<file path="src/rtl/adec_pkg.sv">
package adec_pkg;

    localparam int ADEC_ADDR_W = 10;

    typedef enum logic [1:0] {
        MODE_STATIC  = 2'b00,
        MODE_MIXED   = 2'b01,
        MODE_DYNAMIC = 2'b10,
        MODE_UNUSED  = 2'b11
    } adec_mode_e;

    typedef struct packed {
        logic       live;
        adec_mode_e mode;
    } adec_ctl_t;

    // NAND stages sit at even positions of the chain
    function automatic bit stage_is_nand(int s);
        return (s % 2) == 0;
    endfunction

endpackage

</file>
<file path="src/rtl/adec_front_stage.sv">
module adec_front_stage (
    input  logic [1:0] a_i,
    output logic [3:0] y_o
);
    logic [1:0] a_n;

    assign a_n = ~a_i;

    // four NOR gates, line j high when a_i == j
    assign y_o[0] = ~(a_i[0] | a_i[1]);
    assign y_o[1] = ~(a_n[0] | a_i[1]);
    assign y_o[2] = ~(a_i[0] | a_n[1]);
    assign y_o[3] = ~(a_n[0] | a_n[1]);
endmodule

</file>
<file path="src/rtl/adec_tree_stage.sv">
module adec_tree_stage #(
    parameter int STAGE = 2,
    parameter int IN_W  = 4
) (
    input  logic [IN_W-1:0]   in_v,
    input  logic              bit_i,
    output logic [2*IN_W-1:0] out_v
);
    logic bit_n;

    assign bit_n = ~bit_i;

    if (adec_pkg::stage_is_nand(STAGE)) begin : g_nand
        // active-high in, active-low out; upper block takes the true bit
        assign out_v = ~({in_v, in_v} & {{IN_W{bit_i}}, {IN_W{bit_n}}});
    end else begin : g_nor
        // active-low in, active-high out; lower block takes the true bit
        assign out_v = ~({in_v, in_v} | {{IN_W{bit_n}}, {IN_W{bit_i}}});
    end
endmodule

</file>
<file path="src/rtl/adec_half_ctrl.sv">
module adec_half_ctrl #(
    parameter bit TYPE_A = 1'b0
) (
    input  logic       bit_i,
    input  logic [1:0] mode_i,
    output logic       dyn_true_o,
    output logic       dyn_comp_o
);
    logic mixed, full_dyn, pick_true;

    assign mixed    = (mode_i == adec_pkg::MODE_MIXED);
    assign full_dyn = (mode_i == adec_pkg::MODE_DYNAMIC);
    // the half holding the selected path is the one clocked in mixed mode
    assign pick_true = TYPE_A ? bit_i : ~bit_i;

    assign dyn_true_o = full_dyn | (mixed & pick_true);
    assign dyn_comp_o = full_dyn | (mixed & ~pick_true);
endmodule

</file>
<file path="src/rtl/adaptive_decoder.sv">
module adaptive_decoder
    import adec_pkg::*;
#(
    parameter int ADDR_W = ADEC_ADDR_W,
    localparam int STAGES = ADDR_W - 1,
    localparam int WORDS  = 1 << ADDR_W,
    localparam int CTRL_W = 2 * STAGES
) (
    input  logic              clk,
    input  logic              rst,
    input  logic [ADDR_W-1:0] addr_i,
    input  logic [1:0]        mode_i,
    output logic [WORDS-1:0]  word_o,
    output logic [CTRL_W-1:0] ctrl_o
);
    logic [ADDR_W-1:0] addr_q;
    adec_ctl_t         ctl_q;
    logic [CTRL_W-1:0] dyn_d, dyn_q;
    logic [WORDS-1:0]  word_q;

    // input capture
    always_ff @(posedge clk) begin
        if (rst) begin
            addr_q <= '0;
            ctl_q  <= '{live: 1'b0, mode: MODE_STATIC};
        end else begin
            addr_q <= addr_i;
            ctl_q  <= '{live: 1'b1, mode: adec_mode_e'(mode_i)};
        end
    end

    for (genvar s = 1; s <= STAGES; s++) begin : g_st
        localparam bit NAND_ST = stage_is_nand(s);
        logic [(2 << s)-1:0] v;

        if (s == 1) begin : g_front
            adec_front_stage u_front (
                .a_i (addr_q[1:0]),
                .y_o (v)
            );
        end else begin : g_tree
            adec_tree_stage #(.STAGE(s), .IN_W(1 << s)) u_tree (
                .in_v  (g_st[s-1].v),
                .bit_i (addr_q[s]),
                .out_v (v)
            );
        end

        adec_half_ctrl #(.TYPE_A(NAND_ST)) u_ctrl (
            .bit_i      (addr_q[s]),
            .mode_i     (ctl_q.mode),
            .dyn_true_o (dyn_d[2*(s-1)]),
            .dyn_comp_o (dyn_d[2*(s-1)+1])
        );

        // clocked half: clock for NAND, inverted clock for NOR; else held
        assign ctrl_o[2*(s-1)]   = dyn_q[2*(s-1)]   ? (NAND_ST ? clk : ~clk) : NAND_ST;
        assign ctrl_o[2*(s-1)+1] = dyn_q[2*(s-1)+1] ? (NAND_ST ? clk : ~clk) : NAND_ST;
    end

    // output register
    always_ff @(posedge clk) begin
        if (rst) begin
            word_q <= '0;
            dyn_q  <= '0;
        end else begin
            word_q <= ctl_q.live ? g_st[STAGES].v : '0;
            dyn_q  <= ctl_q.live ? dyn_d : '0;
        end
    end

    assign word_o = word_q;
endmodule

</file>
<file path="config.mk">
export PLATFORM = sky130hd
export DESIGN_NAME = adaptive_decoder
export DESIGN_NICKNAME = d
export VERILOG_FILES = /design/src/rtl/adec_pkg.sv /design/src/rtl/adec_front_stage.sv /design/src/rtl/adec_tree_stage.sv /design/src/rtl/adec_half_ctrl.sv /design/src/rtl/adaptive_decoder.sv
export SDC_FILE = /design/constraint.sdc
export NUM_CORES = 1
export LEC_CHECK = 0
export BUFFER_PORTS_ARGS = -buffer_cell sky130_fd_sc_hd__buf_2
export CORE_AREA = 2 2 407 409
export CTS_CLUSTER_SIZE = 12
export DETAILED_ROUTE_END_ITERATION = 12
export DIE_AREA = 0 0 409 411
export GPL_TIMING_DRIVEN = 0
export PLACE_DENSITY_LB_ADDON = 0.05
export SYNTH_ARGS = -nofsm -noshare
export SYNTH_HDL_FRONTEND = slang
export SYNTH_SLANG_ARGS = --single-unit
</file>
<file path="constraint.sdc">
create_clock -name clk -period 2.2 [get_ports clk]
set_input_delay 0.11 -clock clk [delete_from_list [all_inputs] [get_ports clk]]
set_output_delay 0.11 -clock clk [all_outputs]
set_load 0.005 [all_outputs]
</file>
==> flow_summary_export.csv <==
group,metric,value,unit
synthesis,async_flop_share,0,
synthesis,synth_edf_count,0,
grt,grt_pass1_vias,27790,
grt,antenna_found_initial,12,
synthesis,synth.top_cells.by_count,"1055 x dfxtp_1, 904 x nor4_1, 305 x clkbuf_1",
floorplan,die_y,411,um
power_and_ir_drop,p_switching,10.78,mW
grt,grt_overflow_total,0,
detailed_routing,drtPass1Iterations,5,
worst_setup_path,crit_type,"flop to flop",
power_and_ir_drop,internal_power,32.20,mW
grt,grt_pass1_wl,260.4,mm
sta,worst_slew_pin_slew,0.8866,ns
finish,syn_to_final_growth,44.13,%
detailed_routing,wirelength,199.1,mm
synthesis,ys_seq_area_frac,0.6822,
floorplan,io_pins,1056,
clock_network,path_clk_slew,0.06,ns
synthesis,yosysMostFrequentCell,"dfxtp_1",
sta,skew,0.02535,ns
hold_path,hold_path_class,"primary input to flop",
placed_design,dp_hpwl,151.4,mm
power_and_ir_drop,p_sw_frac,0.2508,
worst_setup_path,max_stage_delay,0.51,ns
worst_setup_path,crit_chain,"nand4bb_4 > buf_12 > clkbuf_2 > clkbuf_1 > nor4_1",
worst_setup_path,cp-end-kind,"flop",
detailed_routing,wl_met1,82.82,mm
sta,relSlewSlack,0.4090,
finish,fillers,17610,
grt,gr-usage-all-layers,0.2285,
floorplan,die_x,409,um
detailed_routing,drtAntennaViolNets,0,
synthesis,ys.flop_type,"dfxtp_1",
detailed_routing,wl_met3,14.88,mm
synthesis,syn_nets,2639,
power_and_ir_drop,peakVddDrop,0.8089,mV
sta,slew_violations,0,
detailed_routing,drc,0,
detailed_routing,vias,27540,
worst_setup_path,timing.critical_path.buf_inv,3,
worst_setup_path,crit_required,2.92,ns
detailed_routing,met2_length,95.31,mm
worst_setup_path,cp_max_fo,11,
sta,holdWs,0.07357,ns
floorplan,fp.coreArea,163900,um^2
synthesis,synth_seq_cells,1055,
clock_network,clk-insertion-delay-late,0.87,ns
sta,grt_setup_unrepaired,"yes",
synthesis,yosysTopAreaCellShare,0.6822,
power_and_ir_drop,p_leak,18.44,nW
worst_setup_path,worst_ep_arrival_time,2.88,ns
sta,period_share,0.9790,
floorplan,rows,149,
floorplan,start_util,0.1889,
synthesis,synth_warnings,0,
sta,post-route-min-period,2.154,ns
finish,final_layout_size_suffix_gt1_frac,0.4369,
synthesis,postSynthCellCount,2625,
worst_setup_path,cp_top_family,"buffers and inverters",
grt,grt_max_degree,18,
synthesis,synth_top_cell_by_area,"dfxtp_1",
placed_design,gp_congestion,0.7829,
job,cap_violations,0,
detailed_routing,via_per_inst,4.484,
power_and_ir_drop,pwr-share-clk,0.506,
power_and_ir_drop,seqPwrFrac,0.446,
power_and_ir_drop,combPwrFrac,0.048,
sta,hold_viol_final,0,
sta,max_freq,464.3,MHz
power_and_ir_drop,powerDensity,963.0,nW/um^2
detailed_routing,wl_per_cell,32.42,um
detailed_routing,top_layer,"met4",
detailed_routing,drtIter0Drc,1687,
synthesis,syn_area,30960,um^2
placed_design,port_buffers,1055,
finish,nets,3856,
synthesis,synth_area_leaders,"dfxtp_1 68%, nor4_1 18%, nor4_2 4.8%",
power_and_ir_drop,finalPower,42.98,mW
synthesis,avgSynthCellArea,11.79,um^2
clock_network,cts_tree,"built",
sta,finalSetupViolations,0,
run_status,status,"complete, no violations",
worst_setup_path,worst_path_max_delay_cell,"nor4_1",
synthesis,yosysUniqueCellTypes,23,
worst_setup_path,startpoint_type,"flop",
floorplan,die-area,168100,um^2
cell usage in the layout (no fill, tap or decap), types with 6 or more instances in the layout:
cell,netlist,layout
clkbuf_1,305,196
clkbuf_8,0,40
clkbuf_2,0,109
nor4_2,120,152
clkdlybuf4s15_2,0,6
nor4_1,904,857
clkbuf_16,0,128
nor4_4,0,15
o21ai_0,8,8
buf_2,46,1124
clkbuf_4,0,26
clkinv_2,0,11
nand2b_4,0,8
dlygate4sd3_1,0,23
buf_1,74,27
diode_2,0,13
dfxtp_1,1055,1049
a21o_1,8,8
nor2b_1,22,20
buf_6,36,41
buf_4,0,22
nand4bb_1,10,8
registers in the layout, indices dropped and copies added (netlist names):
name    flops
addr_q     10
ctl_q       3
word_o   1024
dyn_q      18
power groups by stage:
stage | Sequential [mW] | Clock (mW) | Combinational (mW)
5_1_grt | 19.2 | 23.1 | 2.18
3_3_place_gp | 19.6 | 0.118 | 1.96
4_1_cts | 19.2 | 22.3 | 2.09
3_5_place_dp | 19.6 | 0.118 | 1.96
2_1_floorplan | 19.6 | 0.0952 | 0.976
6_report | 19.2 | 21.7 | 2.06
layout make-up:
cell class	instances	area, um^2	share of cell area
multi-input combinational	1108	8327	0.1866
clock inverter	27	387.9	0.008692
timing repair buffer	1072	5588	0.1252
antenna	13	32.53	0.0007290
buffer	459	2481	0.05560
clock buffer	217	3935	0.08818
inverter	1	3.754	0.00008412
sequential	1055	21130	0.4735
tap	2189	2739	0.06138
worst paths after layout:
check | slack (ns) | depth (start not counted) | end | start
setup reg to reg | 0.05 | 5 | word_o[791] | addr_q[6]
setup / recovery | 0.05 | 5 | word_o[791] | addr_q[6]
hold / removal | 0.07 | 3 | addr_q[3] | addr_i[3]
hold reg to reg | 0.57 | 2 | dyn_q[16] | ctl_q[1]
metal layers:
metal	track usage	vias to the layer above
li1	-	12300
met1	0.2785	13930
met2	0.3814	1066
met3	0.06682	245
met4	0.08124	0
met5	0	-
through the flow:
step / area [um^2] / util / setup TNS (ns) / instances / worst slack [ns]
2_1_floorplan: 30960 / - / 0 / 2625 / 0.6504
3_3_place_gp: 38980 / 0.2379 / -884.32 / 5869 / -1.624
3_5_place_dp: 39050 / 0.2383 / -698.31 / 5872 / -1.595
4_1_cts: 44500 / 0.2716 / 0 / 6128 / 0.0001106
5_1_grt: 44590 / 0.2721 / -0.01833 / 6128 / -0.01264
6_report: 44620 / 0.2723 / 0 / 6141 / 0.04627
kinds of logic after synthesis:
family,count (synthesis),share of synthesized area
and+or+nand+nor,1090,0.2477
DFF,1055,0.6822
buffers and inverters,462,0.06660
AOI/OAI and AO/OA,18,0.003556
tightest hold or removal path: cells and delay by family:
kind          cells  cell delay, ns
simple gates      1            0.10
buf+inv           2            0.67
repair_timing:
item                       in CTS  in global routing
buffers inserted               10                  0
resized for setup             320                 92
pin swaps                       7                  1
hold endpoints to repair       15                  0
setup endpoints to repair    1042                265
gates cloned                    0                  0
hold buffers                   23                  0
(Power assumes the default switching activity.)
